==> config.mk <==
export PLATFORM = sky130hd
export DESIGN_NAME = atomic_add_engine
export DESIGN_NICKNAME = d
export VERILOG_FILES = /design/src/rtl/atx_pkg.sv /design/src/rtl/atx_req_latch.sv /design/src/rtl/atx_sum_unit.sv /design/src/rtl/atx_retry_ctr.sv /design/src/rtl/atx_seq_fsm.sv /design/src/rtl/atomic_add_engine.sv
export SDC_FILE = /design/constraint.sdc
export NUM_CORES = 1
export LEC_CHECK = 0
export ABC_AREA = 1
export BUFFER_PORTS_ARGS = -buffer_cell sky130_fd_sc_hd__buf_2
export CAP_MARGIN = 20
export CELL_PAD_IN_SITES_DETAIL_PLACEMENT = 1
export CELL_PAD_IN_SITES_GLOBAL_PLACEMENT = 1
export CORE_MARGIN = 3
export CORE_UTILIZATION = 35
export DETAILED_ROUTE_END_ITERATION = 7
export GPL_TIMING_DRIVEN = 0
export HOLD_SLACK_MARGIN = 0.06
export PLACE_DENSITY_LB_ADDON = 0.08
export SLEW_MARGIN = 20
export SYNTH_ARGS = -nofsm -noshare
export SYNTH_HDL_FRONTEND = slang
export SYNTH_HIERARCHICAL = 1
export SYNTH_SLANG_ARGS = --single-unit
==> constraint.sdc <==
create_clock -name clk -period 2.4 [get_ports clk]
set_input_delay 0.72 -clock clk [delete_from_list [all_inputs] [get_ports clk]]
set_output_delay 0.72 -clock clk [all_outputs]
set_load 0.03 [all_outputs]
==> src/rtl/atx_pkg.sv <==
// Shared types for the atomic add engine.
// Assumes: the memory port decodes the kind field with the encodings below.
package atx_pkg;

    typedef enum logic [2:0] {
        ST_IDLE     = 3'd0,
        ST_LDX_REQ  = 3'd1,
        ST_LDX_WAIT = 3'd2,
        ST_STX_REQ  = 3'd3,
        ST_STX_WAIT = 3'd4,
        ST_DONE     = 3'd5
    } atx_state_e;

    typedef enum logic [1:0] {
        MK_PLAIN = 2'b00,
        MK_LDX   = 2'b01,
        MK_STX   = 2'b10
    } atx_kind_e;

endpackage

==> src/rtl/atx_req_latch.sv <==
// Holds the target address and addend of the operation in flight.
// Assumes: accept is high for one cycle, only while the engine is idle.
module atx_req_latch #(
    parameter int ADDR_W = 32,
    parameter int DATA_W = 32
) (
    input  logic              clk,
    input  logic              rst_n,
    input  logic              accept,
    input  logic [ADDR_W-1:0] in_addr,
    input  logic [DATA_W-1:0] in_operand,
    output logic [ADDR_W-1:0] addr_q,
    output logic [DATA_W-1:0] operand_q
);

    // Capture address and operand when a request is accepted.
    always_ff @(posedge clk) begin
        if (!rst_n) begin
            addr_q    <= '0;
            operand_q <= '0;
        end else if (accept) begin
            addr_q    <= in_addr;
            operand_q <= in_operand;
        end
    end

endmodule

==> src/rtl/atx_sum_unit.sv <==
// Working register: each load response replaces it with load data plus addend.
// Assumes: sum wraps modulo 2^DATA_W and no carry is reported.
module atx_sum_unit #(
    parameter int DATA_W = 32
) (
    input  logic              clk,
    input  logic              rst_n,
    input  logic              load_rsp,
    input  logic [DATA_W-1:0] load_data,
    input  logic [DATA_W-1:0] operand,
    output logic [DATA_W-1:0] sum_q
);

    logic [DATA_W-1:0] sum_next;

    // Wrap-around sum of the fresh load data and the addend.
    always_comb begin
        sum_next = load_data + operand;
    end

    // Overwrite the working value on every load response, dropping any old sum.
    always_ff @(posedge clk) begin
        if (!rst_n) begin
            sum_q <= '0;
        end else if (load_rsp) begin
            sum_q <= sum_next;
        end
    end

endmodule

==> src/rtl/atx_retry_ctr.sv <==
// Saturating counter of failed conditional stores.
// Assumes: clear and incr are never high in the same cycle.
module atx_retry_ctr #(
    parameter int CNT_W = 8
) (
    input  logic             clk,
    input  logic             rst_n,
    input  logic             clear,
    input  logic             incr,
    output logic [CNT_W-1:0] count_q
);

    localparam logic [CNT_W-1:0] CNT_MAX = {CNT_W{1'b1}};

    // Clear on acceptance; count failures and stop at the top value.
    always_ff @(posedge clk) begin
        if (!rst_n) begin
            count_q <= '0;
        end else if (clear) begin
            count_q <= '0;
        end else if (incr && count_q != CNT_MAX) begin
            count_q <= count_q + 1'b1;
        end
    end

endmodule

==> src/rtl/atx_seq_fsm.sv <==
// Sequencer for the load / add / conditional-store retry loop.
// Assumes: one memory response arrives per accepted memory request,
// and only while the sequencer is waiting for it.
module atx_seq_fsm
    import atx_pkg::*;
(
    input  logic       clk,
    input  logic       rst_n,
    input  logic       req_valid,
    input  logic       mem_req_ready,
    input  logic       mem_rsp_valid,
    input  logic       mem_rsp_status,
    output logic       accept,
    output logic       load_rsp,
    output logic       stx_fail,
    output logic       idle,
    output logic       mem_req_valid,
    output logic [1:0] mem_req_kind,
    output logic       done
);

    atx_state_e state_q;
    atx_state_e state_d;

    // Event strobes derived from the current state and the port inputs.
    always_comb begin
        accept   = (state_q == ST_IDLE) && req_valid;
        load_rsp = (state_q == ST_LDX_WAIT) && mem_rsp_valid;
        stx_fail = (state_q == ST_STX_WAIT) && mem_rsp_valid && mem_rsp_status;
    end

    // Next-state selection for the retry loop.
    always_comb begin
        state_d = state_q;
        unique case (state_q)
            ST_IDLE:     if (req_valid)     state_d = ST_LDX_REQ;
            ST_LDX_REQ:  if (mem_req_ready) state_d = ST_LDX_WAIT;
            ST_LDX_WAIT: if (mem_rsp_valid) state_d = ST_STX_REQ;
            ST_STX_REQ:  if (mem_req_ready) state_d = ST_STX_WAIT;
            ST_STX_WAIT: if (mem_rsp_valid) state_d = mem_rsp_status ? ST_LDX_REQ : ST_DONE;
            ST_DONE:                        state_d = ST_IDLE;
            default:                        state_d = ST_IDLE;
        endcase
    end

    // State register.
    always_ff @(posedge clk) begin
        if (!rst_n) begin
            state_q <= ST_IDLE;
        end else begin
            state_q <= state_d;
        end
    end

    // Port-facing decode of the current state.
    always_comb begin
        idle          = (state_q == ST_IDLE);
        done          = (state_q == ST_DONE);
        mem_req_valid = (state_q == ST_LDX_REQ) || (state_q == ST_STX_REQ);
        mem_req_kind  = (state_q == ST_STX_REQ) ? MK_STX : MK_LDX;
    end

endmodule

==> src/rtl/atomic_add_engine.sv <==
// Top of the atomic add engine: latches a request, repeats reserving load,
// add and conditional store until a store commits, then pulses done.
// Assumes: the memory side keeps the reservation and reports store status.
module atomic_add_engine #(
    parameter int ADDR_W = 32,
    parameter int DATA_W = 32,
    parameter int CNT_W  = 8
) (
    input  logic              clk,
    input  logic              rst_n,
    input  logic              req_valid,
    output logic              req_ready,
    input  logic [ADDR_W-1:0] req_addr,
    input  logic [DATA_W-1:0] req_operand,
    output logic              mem_req_valid,
    input  logic              mem_req_ready,
    output logic [1:0]        mem_req_kind,
    output logic [ADDR_W-1:0] mem_req_addr,
    output logic [DATA_W-1:0] mem_req_wdata,
    input  logic              mem_rsp_valid,
    input  logic [DATA_W-1:0] mem_rsp_rdata,
    input  logic              mem_rsp_status,
    output logic              done,
    output logic [DATA_W-1:0] result,
    output logic [CNT_W-1:0]  retry_count
);

    logic              accept;
    logic              load_rsp;
    logic              stx_fail;
    logic              idle;
    logic [ADDR_W-1:0] addr_q;
    logic [DATA_W-1:0] operand_q;
    logic [DATA_W-1:0] sum_q;

    atx_seq_fsm u_fsm (
        .clk            (clk),
        .rst_n          (rst_n),
        .req_valid      (req_valid),
        .mem_req_ready  (mem_req_ready),
        .mem_rsp_valid  (mem_rsp_valid),
        .mem_rsp_status (mem_rsp_status),
        .accept         (accept),
        .load_rsp       (load_rsp),
        .stx_fail       (stx_fail),
        .idle           (idle),
        .mem_req_valid  (mem_req_valid),
        .mem_req_kind   (mem_req_kind),
        .done           (done)
    );

    atx_req_latch #(.ADDR_W(ADDR_W), .DATA_W(DATA_W)) u_latch (
        .clk        (clk),
        .rst_n      (rst_n),
        .accept     (accept),
        .in_addr    (req_addr),
        .in_operand (req_operand),
        .addr_q     (addr_q),
        .operand_q  (operand_q)
    );

    atx_sum_unit #(.DATA_W(DATA_W)) u_sum (
        .clk       (clk),
        .rst_n     (rst_n),
        .load_rsp  (load_rsp),
        .load_data (mem_rsp_rdata),
        .operand   (operand_q),
        .sum_q     (sum_q)
    );

    atx_retry_ctr #(.CNT_W(CNT_W)) u_retry (
        .clk     (clk),
        .rst_n   (rst_n),
        .clear   (accept),
        .incr    (stx_fail),
        .count_q (retry_count)
    );

    // Output wiring: the latched address and the working sum drive the port.
    always_comb begin
        req_ready     = idle;
        mem_req_addr  = addr_q;
        mem_req_wdata = sum_q;
        result        = sum_q;
    end

endmodule

== Yosys cells after proc, flatten, opt, wreduce, memory -nomap -nowiden ==
Index checks and enable logic that the tools add are counted.
Storage, ports and cells
  logic and storage cells: 36
  bits of input ports: 102
  bits in registers: 107
  output and inout bits: 109
Cells by class
  eq/ne operators: 11
  add/subtract/negate cells: 2
  bitwise logic cells: 1
  reductions and logical operators: 9
  multiplexer cells: 8
Operators by type and width (count)
  32-bit adder: 1
  3-bit two-way mux: 6
  3-bit one-hot mux with 5 select lines: 1
  2-bit != test, second input constant: 5
  8-bit by 1-bit adder with 8-bit output, second input constant: 1
  8-bit != test, second input constant: 1
  3-bit by 2-bit equality test with 1-bit output, second input constant: 2
  3-bit equality test, second input constant: 2
  1-bit logical AND: 5
  5-bit AND reduction: 1
  3-bit by 1-bit equality test with 1-bit output, second input constant: 1
  3-bit zero test: 1
  2-bit two-way mux: 1
  2-bit OR reduction: 1
  1-bit logical OR: 1
  1-bit NOT: 1

== Longest topological paths before layout ==
Gate-level depths: netlist (run 1).
  depth after elaboration: 4
  depth in mapped cells: 13
  depth with buffers taken out: 13

== By module ==
Netlist (run 1), hierarchy kept.
Modules (own cells, without submodules)
  atx_sum_unit: times used 1, area each 3598.5 sq um, cells each 678, seq. area each 640.6 sq um
  atx_req_latch: times used 1, area each 2670.1 sq um, cells each 405, seq. area each 1281.2 sq um
  atx_retry_ctr: times used 1, area each 462.9 sq um, cells each 72, seq. area each 160.2 sq um
  atx_seq_fsm: times used 1, area each 264.0 sq um, cells each 45, seq. area each 60.1 sq um
  atomic_add_engine: times used 1, area each 240.2 sq um, cells each 32, seq. area each 0.0 sq um

== Worst setup path before layout (run 1) ==
No wires, ideal clock.
  path type: input-to-reg
  from: input mem_rsp_rdata[0]
  to: register u_sum.sum_q[20]
  stages on the path: 12
  data required time: 2291 ps
  setup slack: 198 ps
  library setup time: 109 ps
  arrival time: 2093 ps
  cell sequence: ha_1 -> fa_1 -> nand3_1 -> nand3_1 -> nand3_1 -> nand3_1 -> nand3_1 -> nand2_1 -> nand2_1 -> nand3_1 -> nand2_1 -> inv_1
Between the ends
  word-level cells in the longest chain between the ends: 1
RTL lines
  start, declared: line atomic_add_engine.sv:21  | input logic [DATA_W-1:0] mem_rsp_rdata,
  32-bit adder: line atx_sum_unit.sv:18  | sum_next = load_data + operand;
  end signal, assigned: line atx_sum_unit.sv:26  | sum_q <= sum_next;
  end, declared: line atx_sum_unit.sv:11  | output logic [DATA_W-1:0] sum_q
Every way passes these cells.
A chain may end at the register's enable or synchronous reset.

== Final worst setup path (run 1) ==
  from: register u_fsm.state_q[2]
  to: register u_sum.sum_q[19]
Between the ends
  word-level cells in the longest chain between the ends: 2
RTL lines
  start, declared: line atx_seq_fsm.sv:22  | atx_state_e state_q;
  start signal, assigned: line atx_seq_fsm.sv:51  | state_q <= state_d;
  3-bit by 2-bit equality test with 1-bit output: line atx_seq_fsm.sv:28  | load_rsp = (state_q == ST_LDX_WAIT) && mem_rsp_valid;
  1-bit logical AND: line atx_seq_fsm.sv:28
  via load_rsp: line atomic_add_engine.sv:29  | logic load_rsp;
The timed path passes the listed nets, and every way through them passes these cells.

==> results of run 1 <==
[cell usage after synthesis (7+ instances only)]
| cell type | instances |
|---|---|
| sky130_fd_sc_hd__o21ai_0 | 22 |
| sky130_fd_sc_hd__a21oi_1 | 28 |
| sky130_fd_sc_hd__xor2_1 | 14 |
| sky130_fd_sc_hd__nand2_1 | 396 |
| sky130_fd_sc_hd__nor2_2 | 7 |
| sky130_fd_sc_hd__inv_1 | 227 |
| sky130_fd_sc_hd__nor2_1 | 251 |
| sky130_fd_sc_hd__dfxtp_1 | 107 |
| sky130_fd_sc_hd__nand3_1 | 48 |
| sky130_fd_sc_hd__ha_1 | 32 |
| sky130_fd_sc_hd__buf_6 | 13 |
| sky130_fd_sc_hd__buf_4 | 36 |
[cell type report]
cell class              count  area [um2]  share of cell area
clock buffers               9       225.2             0.02517
plain buffers              63       491.7             0.05495
flip-flops and latches    107        2142              0.2394
multi-input cells         829        3730              0.4168
clock inverters             7       95.09             0.01063
well taps                 265       331.6             0.03705
diodes                      3       7.507           0.0008389
repair buffers            210        1051              0.1174
inverters                 233       874.6             0.09773
[path summary, 6_finish.rpt]
| check | start | to | depth (start not counted) |
|---|---|---|---|
| setup reg to reg | u_fsm/state_q[2] | u_sum/sum_q[19] | 8 |
| hold reg to reg | u_latch/addr_q[23] | u_latch/addr_q[23] | 2 |
| hold / removal | u_latch/addr_q[23] | u_latch/addr_q[23] | 2 |
| setup / recovery | u_fsm/state_q[2] | u_sum/sum_q[19] | 8 |
[metal layers]
layer	vias to the layer above	GRT usage
li1	4032	-
met2	161	0.3518
met1	3355	0.2438
met5	-	0
met3	26	0.05148
met4	12	0.04895
[state kept, by name, indices dropped and copies added (netlist names)]
register	count
u_sum/sum_q	32
u_latch/operand_q	32
u_fsm/state_q	3
u_latch/addr_q	32
u_retry/count_q	8
[per-stage QoR]
step	hold slack (ps)	std cells	instance area [um2]	TNS, ps	setup WS (ps)
2_1_floorplan	453.0	1232	7236	0	198.4
3_3_place_gp	453.6	1707	8618	-1756	-288.5
3_5_place_dp	462.4	1707	8618	-2030	-307.8
4_1_cts	474.6	1723	8939	0	67.63
5_1_grt	498.6	1725	8946	0	43.31
6_report	472.6	1726	8949	0	176.0
[worst max-delay path, stage by stage (launching register included)]
cell                       delay (ps)
sky130_fd_sc_hd__dfxtp_1          360
sky130_fd_sc_hd__inv_2            120
sky130_fd_sc_hd__nand3_2          110
sky130_fd_sc_hd__nor2_1           460
sky130_fd_sc_hd__buf_6            230
sky130_fd_sc_hd__clkbuf_1         450
sky130_fd_sc_hd__nand3_1          220
sky130_fd_sc_hd__nand2_1          120
sky130_fd_sc_hd__inv_1             40
[power groups by stage]
| stage | Combinational, mW | Clock, mW | Sequential, mW |
|---|---|---|---|
| after floorplan | 3.26 | 0 | 3.11 |
| after global placement | 5.06 | 0 | 2.60 |
| after detailed placement | 5.16 | 0 | 2.62 |
| after CTS | 5.19 | 1.69 | 2.59 |
| after global routing | 5.80 | 1.77 | 2.65 |
| final | 5.12 | 1.64 | 2.58 |
[what timing repair did]
action	in CTS	in global routing
gates resized for setup	0	1
setup endpoints to repair	0	3
buffers inserted	0	0
hold endpoints to repair	0	0
[kinds of logic (layout without fill, tap and decap cells)]
| logic type | after synthesis | after routing | synth area share |
|---|---|---|---|
| and+or+nand+nor | 726 | 726 | 0.3994 |
| buffers and inverters | 296 | 522 | 0.1888 |
| DFF | 107 | 107 | 0.2960 |
| AOI/OAI and AO/OA | 55 | 55 | 0.03943 |
| adders and majority gates | 33 | 33 | 0.05810 |
| xor gates and xnor gates | 15 | 15 | 0.01816 |
| other | 0 | 3 | 0 |
==> results, run 1 <==
- The final clock skew is 10.38 ps.
- Counting I/O delays and the setup requirement, the final critical path takes 2224 ps.
- The number of search-and-repair iterations in the first detailed-routing pass is 4.
- The max-slew violation count is 0.
- The critical path startpoint category is a register.
- In this run the worst path has a maximum fanout of 10.
- The average via count per standard cell is 4.395.
- The cell taking the most area after synthesis is sky130_fd_sc_hd__dfxtp_1.
- The total clock buffers created by CTS is 9.
- At the worst endpoint, the required time is 2660 ps.
- The clock net sink count is 107.
- For this design the total switching power over the nets is 4.480 mW.
- The site row count is 51.
- Dividing the detail-routed wire length by the instance count gives 12.94 um.
- After synthesis the cells add up to 7236 um2.
- For this run, design rule violations remaining after detail routing come to 0.
- The synthesized netlist contains 30 unique library cells.
- The flow ran to the end, and the final reports show no timing, DRC or antenna violations.
- The max-capacitance violation count is 0.
- The library cells used most frequently in the layout, excluding fill and tap cells, are 396 x sky130_fd_sc_hd__nand2_1, 251 x sky130_fd_sc_hd__nor2_1, 227 x sky130_fd_sc_hd__inv_1, 216 x sky130_fd_sc_hd__buf_2, 107 x sky130_fd_sc_hd__dfxtp_1.
- Setup repair after global routing left no endpoint under its margin.
- By area the synthesized netlist is led by sky130_fd_sc_hd__dfxtp_1 30%, sky130_fd_sc_hd__nand2_1 21%, sky130_fd_sc_hd__nor2_1 13%, sky130_fd_sc_hd__inv_1 12%, sky130_fd_sc_hd__ha_1 5.5%.
- After synthesis, the mean cell area works out to 5.873 um2.
- The count of flip-flops with a built-in enable after synthesis is 0.
- Setup violations remaining at the end of the flow were counted as 0.
- Overall power consumption after layout is estimated at 9.339 mW.
- The final HPWL from detailed placement is 18490 um.
- The worst setup path is captured at a register.
- In this run the standard cell core region covers 19910 um2.
- The met1 routed wirelength after detailed routing is 10130 um.
- The starting DRC count in detailed routing is 168.
- The part of the total power dissipated in sequential elements is 0.276.
- The normalized max-slew margin is 0.6176.
- The number of warnings reported in the yosys synthesis log is 6.
- Power spread over the standard cell area amounts to 1044 nW/um2.
- The via count of the first global-routing pass came to 7603.
- After clock tree synthesis, the flow added hold-fix buffers numbering 0.
- After detailed routing, the met2 layer carries 10380 um of wire.
- The fill cell total of the finished layout is 2859.
- For the worst-skew pair, the clock arrives at the later sink with an insertion delay of 360 ps.
- After clock tree synthesis, the clock-pin slew on the worst setup and hold paths is 90 ps.
- The total grt overflow is 0.
- The share of power burned in combinational logic is 0.548.
- The utilization after layout is 0.4495.
- In the synthesized netlist the async set-or-reset flop fraction comes to 0.
- The number of port buffers is 210.
- The first global-routing pass estimated 36190 um of wire.
- Routed signal wires occupy layers up through met5.
- The total wire length after detailed routing is 22330 um.
- Routability-driven placement finished with a final weighted congestion of 0.8425.
- The type of the worst min-delay path is register to register.
- The part of the power in the clock network is 0.176.
- The CTS tree is yes.
- The library cell used most frequently in the layout, excluding fill and tap cells, is sky130_fd_sc_hd__nand2_1.
- The maximum clock path buffer count is 2.
- When the netlist entered floorplanning its net count stood at 1367.
- In this run the remaining antenna-violating nets after routing total 0.
- The kind of critical path is register to register.
- The final hold violation count was 0.
- The share of final-layout standard cells stronger than drive strength 1 is 0.2106.
- The aggregate global-route resource usage is 0.1998.
- The clock tree synthesis step divided the H-tree into 3 levels.
- In this run the horizontal extent of the chip is 149.8 um.
- The commonest register cell after synthesis is sky130_fd_sc_hd__dfxtp_1.
- The initial utilization of the core area, before any placement, comes to 0.3634.
- The proportion of netlist area held by the largest area contributor is 0.2960.
- The layout net count is 1588.
- The initial antenna violation count was 8.
- CTS placed an instance of sky130_fd_sc_hd__clkbuf_16 at the clock tree root.
- The register-to-register setup slack is 180 ps.
- The synthesized design contains 107 register bits.
- Based on the critical path, the design can be clocked at up to 449.6 MHz.
- The total internal power is 4.859 mW.
- The number of vias after detailed routing is 7586.
- Of the synthesized area, sequential elements account for 0.2960.
- Dividing the final minimum period by the clock period gives 0.9267.
- The analysis attributes to cell leakage a power of 5.585 nW.
- The worst IR drop on VDD is 0.0004676 V.
- The area growth from synthesis to final layout is 23.67%.
- The number of instances in the synthesized netlist is 1232.
- The I/O pin total is 211.
- The slew at the pin closest to its max-slew limit is 571.4 ps.
- Of the total power, the share spent switching nets is 0.4797.
- The maximum number of pins on one net before global-route repair is 21.
- Summed over all nets, wire length on met3 after detailed routing comes to 1487 um.
- The die outline area is 22430 um2.
- From bottom edge to top edge, the die measures 149.8 um.
- The data arrival time of the worst path is 2480 ps.
(Power assumes the default switching activity.)
==> run 2, diff against run 1 <==
- BUFFER_PORTS_ARGS: -buffer_cell sky130_fd_sc_hd__buf_2 -> default
- CORE_UTILIZATION: 35 -> 43
- DONT_BUFFER_PORTS: default -> 1
- PLACE_DENSITY_LB_ADDON: 0.08 -> 0.05
- REMOVE_ABC_BUFFERS: default -> 1
==> results, run 2 (synthesis gave the netlist of run 1 again) <==
- The run finished with clean final reports.
- The startpoint of the worst hold path is u_latch/operand_q[9].
- The count of placed standard cells in the final layout, fillers left out is 1407.
- The die outline area is 18420 um2.
- The post-route fraction of the period consumed by the critical path is 0.9458.
- The initial antenna violation count is 0.
- Summed over all layers, the global routing overflow is 0.
- The via count of the first global-routing pass is 6464.
- Across all setup checks in the final design, the least slack found is 130.2 ps.
- The aggregate global-route resource usage is 0.2103.
- The largest single stage delay on the critical path is 400 ps.
- Counting along the longest clock path gives a buffer depth of 2.
- The critical path startpoint category is a register.
- The starting DRC count in detailed routing is 262.
- After layout, the minimum clock period comes to 2270 ps.
- The number of search-and-repair iterations in the first detailed-routing pass is 4.
- For this configuration, the core starts out at a cell density of 0.4474.
- The highest clock frequency the design can meet is 440.6 MHz.
- The type of the worst min-delay path is register to register.
- The routed wirelength normalized by instance count is 13.59 um.
- Measured on the finished design, the core utilization comes to 0.4628.
- After detailed routing, the number of remaining DRC violations is 0.
- TritonCTS built the clock tree.
- Summed over all layers, the routed wires come to 19120 um.
- After clock tree synthesis, the clock-pin slew on the worst setup and hold paths is 80 ps.
- The final hold violation count was 0.
- In this run the count of I/O pins placed on the die edge is 211.
- Between clock sinks in the finished design, the worst skew comes to 9.809 ps.
- The normalized max-slew margin is 0.5300.
- The site row count is 46.
- The kind of critical path is register to primary output.
- The worst setup path is captured at a primary output.
- Summed over all nets, the half-perimeter wirelength after detailed placement is 15220 um.
- The layout net count is 1321.
- The deepest level of the CTS H-tree is 3.
- The worst-path maximum fanout is 4.
- The core area is 16170 um2.
- The worst IR drop on VDD is 0.0004748 V.
- Setup repair after global routing left no endpoint under its margin.
- The required time at the endpoint of the critical path is 1680 ps.
- Along the worst hold path, the cell count comes to 2.
- The max-slew violation count is 0.
- The number of placed instances, taps included is 1390.
- The worst setup slack after placement is -123.5 ps.
- In this design, the critical path's most frequently occurring cell is sky130_fd_sc_hd__inv_2.
- The number of cells on the worst reg-to-reg path is 5.
- The max-capacitance violation count is 0.
- Setup violations remaining at the end of the flow were counted as 0.
- The remaining number of nets flagged by the antenna check after routing is 0.
- The slew at the pin closest to its max-slew limit is 704.0 ps.
- The hold path endpoint is u_latch/operand_q[9].
- The clock latency of the later-clocked register in the worst-skew pair is 360 ps.
- The total clock buffers created by CTS is 9.
- Entering global routing, the biggest net connects 72 pins.
- In the layout the commonest cells are 395 x sky130_fd_sc_hd__nand2_1, 249 x sky130_fd_sc_hd__nor2_1, 226 x sky130_fd_sc_hd__inv_1, 107 x sky130_fd_sc_hd__dfxtp_1, 48 x sky130_fd_sc_hd__nand3_1.
- The startpoint identified for the worst register-to-register timing path is u_fsm/state_q[1].
- In this design, the largest share of critical-path delay is due to simple AND/OR/NAND/NOR gates.
- The first-pass GRT wire length is 31220 um.
- In this run the power density over the cells is 1137 nW/um2.
- The die is 135.7 um tall.
- Buffers inserted to repair hold after CTS numbered 0.
- For this block, the via count after detailed routing is 6527.
- In the final layout, the registers with the most flip-flops are u_latch/addr_q x32, u_latch/operand_q x32, u_sum/sum_q x32.
- The sum of buffers and inverters on the critical path is 2.
- The leading cell type in the layout, fill and taps excluded is sky130_fd_sc_hd__nand2_1.
- Setup slack on the worst reg-to-reg path comes out at 300 ps.
- In the final layout, the share of cells above drive strength 1 is 0.04282.
- In this run the critical register-to-register path is captured at u_sum/sum_q[9].
- The clock net sink count is 107.
- The antenna diode instance count is 0.
- The worst-path cell with the longest stage delay is sky130_fd_sc_hd__dfxtp_1.
- The clock root buffer is sky130_fd_sc_hd__clkbuf_16.
- Walking the worst path, the cells encountered are inv_2 -> nor2_4 -> nand2_2 -> inv_2.
- The average via count per standard cell is 4.639.
- Input and output buffers added on the ports amount to 0.
- The leakage component of the power is 4.342 nW.
- At the worst endpoint, the arrival time is 1550 ps.
- The area growth from synthesis to layout is 3.441%.
- The total negative setup slack is 0 ps.
- The routability congestion estimate is 0.8507.
- The horizontal die dimension is 135.7 um.
## run 2: final cells by class
type,instances,area [um2]
Timing Repair Buffer,6,150.1
Multi-Input combinational cell,829,3750
Fill cell,2286,8688
Clock buffer,10,239.0
Tap cell,216,270.3
Clock inverter,6,58.81
Sequential cell,107,2142
Inverter,233,874.6
## run 2: how the worst max path moves through the flow
stage	startpoint	to	cells after the start
final	u_fsm/state_q[0]	mem_req_kind[1]	4
after global routing	u_fsm/state_q[0]	mem_req_kind[1]	4
after CTS	u_fsm/state_q[0]	mem_req_kind[1]	4
after detailed placement	mem_rsp_rdata[0]	u_sum/sum_q[20]	12
after global placement	req_valid	u_retry/count_q[4]	5
after floorplan	req_valid	u_retry/count_q[4]	5
## run 2: report_power, final
part           internal (mW)  total (mW)  switching (mW)
clock                  0.754        1.50           0.746
sequential              2.26        3.37            1.11
combinational           1.28        3.64            2.36
## run 2: tightest hold or removal path: stages (launching register included)
cell and delay [ps]:
sky130_fd_sc_hd__dfxtp_1 320, sky130_fd_sc_hd__nor2_1 80, sky130_fd_sc_hd__nor2_1 50
## run 2: layer usage
layer / routed length [um] / track usage / vias to the layer above
met5: 0 / 0 / -
met4: 217 / 0.04535 / 0
met3: 1570 / 0.08321 / 11
met2: 8611 / 0.3471 / 121
met1: 8718 / 0.2600 / 2906
li1: - / - / 3489
## run 2: timing repair
item                       4_1_cts  5_1_grt
setup buffers                    0        0
gates resized for setup          3        0
setup endpoints to repair        2        0
## run 2: metrics by stage
stage,area (um2),hold slack [ps],total power [mW]
2_1_floorplan,6744,453.0,5.800
3_3_place_gp,7014,463.5,5.560
3_5_place_dp,7152,471.4,7.073
4_1_cts,7457,468.8,8.621
5_1_grt,7485,473.3,9.311
6_report,7485,479.7,8.509
==> run 3, diff against run 2 <==
- RECOVER_POWER: default -> 100
==> results, run 3 (synthesis gave the netlist of run 1 again) <==
- Across every metal layer, demand over resource in global routing totals 0.2103.
- The worst IR drop on VDD is 0.0004733 V.
- For this block, the initial DRC count from the detailed router was 273.
- At the worst endpoint, the required time is 1680 ps.
- The worst setup margin is 148.3 ps.
- The startpoint identified for the worst hold timing path is u_latch/operand_q[9].
- The via count of the first global-routing pass is 6464.
- STA classifies the critical path endpoint as a primary output.
- The final HPWL from detailed placement is 15220 um.
- The routability congestion estimate is 0.8507.
- The average via count per standard cell is 4.630.
- The layout net count is 1321.
- Entering global routing, the biggest net connects 72 pins.
- The final clock skew is 10.16 ps.
- The worst hold path terminates at u_latch/operand_q[9].
- The routed layout has 6515 vias.
- The utilization after layout is 0.4606.
- For the pin with the worst max-slew slack, the measured transition is 704.0 ps.
- The count of buffers added on input and output ports is 0.
- The worst register-to-register path begins at u_latch/operand_q[0].
- The leakage component of the power is 4.336 nW.
- For this configuration, the core starts out at a cell density of 0.4474.
- 0 antenna diodes ended up in the layout.
- In this run the post-CTS setup repair buffer count came out at 0.
- The max-slew violation count is 0.
- The first global-routing pass estimated 31220 um of wire.
- The placement-stage cell area is 7152 um2.
- Across the run, the number of max-cap violations was 0.
- The worst register-to-register path ends at u_sum/sum_q[20].
- The number of stages on the worst hold path is 2.
- Setup repair after global routing left no endpoint under its margin.
- The worst slack on hold paths is 479.6 ps.
- In the layout the commonest cells are 397 x sky130_fd_sc_hd__nand2_1, 252 x sky130_fd_sc_hd__nor2_1, 226 x sky130_fd_sc_hd__inv_1, 107 x sky130_fd_sc_hd__dfxtp_1, 48 x sky130_fd_sc_hd__nand3_1.
- In this run the standard cell core region covers 16170 um2.
- The flow ran to the end, and the final reports show no timing, DRC or antenna violations.
- The routed wirelength normalized by instance count is 13.61 um.
- The highest clock frequency the design can meet is 444.1 MHz.
- The worst setup slack after placement is -123.5 ps.
- In this run the clock root is driven by a sky130_fd_sc_hd__clkbuf_16.
- The post-route fraction of the period consumed by the critical path is 0.9382.
- The final hold violation count is 0.
- The largest registers in the layout are u_latch/addr_q x32, u_latch/operand_q x32, u_sum/sum_q x32.
- The type of the worst min-delay path is register to register.
- The total clock buffers created by CTS is 9.
- After global routing the overflow that remains totals 0.
- The initial antenna violation count is 0.
- The die covers 18420 um2.
- The leading cell type in the layout, fill and taps excluded is sky130_fd_sc_hd__nand2_1.
- The routed design has 19150 um of wire.
- Data on the critical path arrives at its endpoint at 1530 ps.
- After detailed routing, the number of remaining DRC violations is 0.
- Setup violations remaining at the end of the flow were counted as 0.
- Dividing total power by cell area gives a power density of 1137 nW/um2.
- The area growth from synthesis to final layout is 2.957%.
- The die extent in y is 135.7 um.
- Of all nets on the critical path, the largest fanout is 4.
- Headroom to the max-slew limit came out at 0.5300.
- At the later pin of the worst-skew pair, clock insertion delay measures 360 ps.
- The clock transition time at the flip-flop clock pins of the worst setup and hold paths is 80 ps.
- Counting cells, the worst reg-to-reg path comes to 12.
- The pre-antenna-repair detailed-routing pass consisted of 4 iterations.
- The deepest level of the CTS H-tree is 3.
- The count of nets left with antenna violations once routing finished came out at 0.
- Hold repair after CTS inserted 0 buffers.
- For flop-to-flop paths, the worst setup slack is 300 ps.
- The I/O pin total is 211.
- The site row count is 46.
- The horizontal die dimension is 135.7 um.
- The maximum clock path buffer count is 2.
- The overall power consumption is 8.467 mW.
- The critical path startpoint category is a register.
- The share of final-layout standard cells stronger than drive strength 1 is 0.03862.
- The clock net sink count is 107.
- TritonCTS built the clock tree.
- The finished layout cell area is 7450 um2.
- The clock period could shrink to 2252 ps.
- By startpoint and endpoint, the worst setup path is classified as register to primary output.
run 3: cell types whose count changed in the layout (fill, tap and decap cells not counted), sizes merged:
cell and delta:
buf -1, clkbuf +1
run 3: timing repair:
| action | in CTS | in global routing |
|---|---|---|
| endpoints found under the hold margin | 0 | 0 |
| resized for setup | 3 | 0 |
| setup endpoints to repair | 2 | 0 |
run 3: metrics by stage:
step	TNS (ps)	instances
final	0	1407
after global placement	-417820	1385
after detailed placement	-325.9	1390
after CTS	0	1406
after global routing	0	1407
after floorplan	-214310	1169
run 3: per-layer routing:
metal / share of wire / GRT usage / vias to the layer above
li1: - / - / 3488
met1: 0.45 / 0.2600 / 2898
met2: 0.45 / 0.3471 / 120
met3: 0.082 / 0.08321 / 9
met4: 0.011 / 0.04535 / 0
met5: 0 / 0 / -
run 3: worst max path at each step:
stage / start / cells past startpoint / end / slack [ps]
4_1_cts: u_fsm/state_q[0] / 4 / mem_req_kind[1] / 110
6_report: u_fsm/state_q[0] / 4 / mem_req_kind[1] / 150
5_1_grt: u_fsm/state_q[0] / 4 / mem_req_kind[1] / 40
2_1_floorplan: req_valid / 5 / u_retry/count_q[4] / -3300
3_5_place_dp: mem_rsp_rdata[0] / 12 / u_sum/sum_q[20] / -120
3_3_place_gp: req_valid / 5 / u_retry/count_q[4] / -6040
run 3: layout make-up:
class / instances / area [um2]
Clock buffer: 10 / 239.0
Timing Repair Buffer: 6 / 127.6
Multi-Input combinational cell: 829 / 3737
Clock inverter: 6 / 58.81
Fill cell: 2288 / 8723
Sequential cell: 107 / 2142
Inverter: 233 / 874.6
Tap cell: 216 / 270.3
run 3: worst max-delay path: stages (launching register included):
cell and delay, ps:
sky130_fd_sc_hd__dfxtp_1 380, sky130_fd_sc_hd__inv_2 90, sky130_fd_sc_hd__nor2_4 270, sky130_fd_sc_hd__nand2_2 230
sky130_fd_sc_hd__inv_2 190
run 3: where the power goes:
part           switching, mW  leakage, nW  internal (mW)
Combinational           2.35         3.32           1.24
Clock                  0.749        0.136          0.754
Sequential              1.11        0.878           2.26
Total                   4.21         4.34           4.26
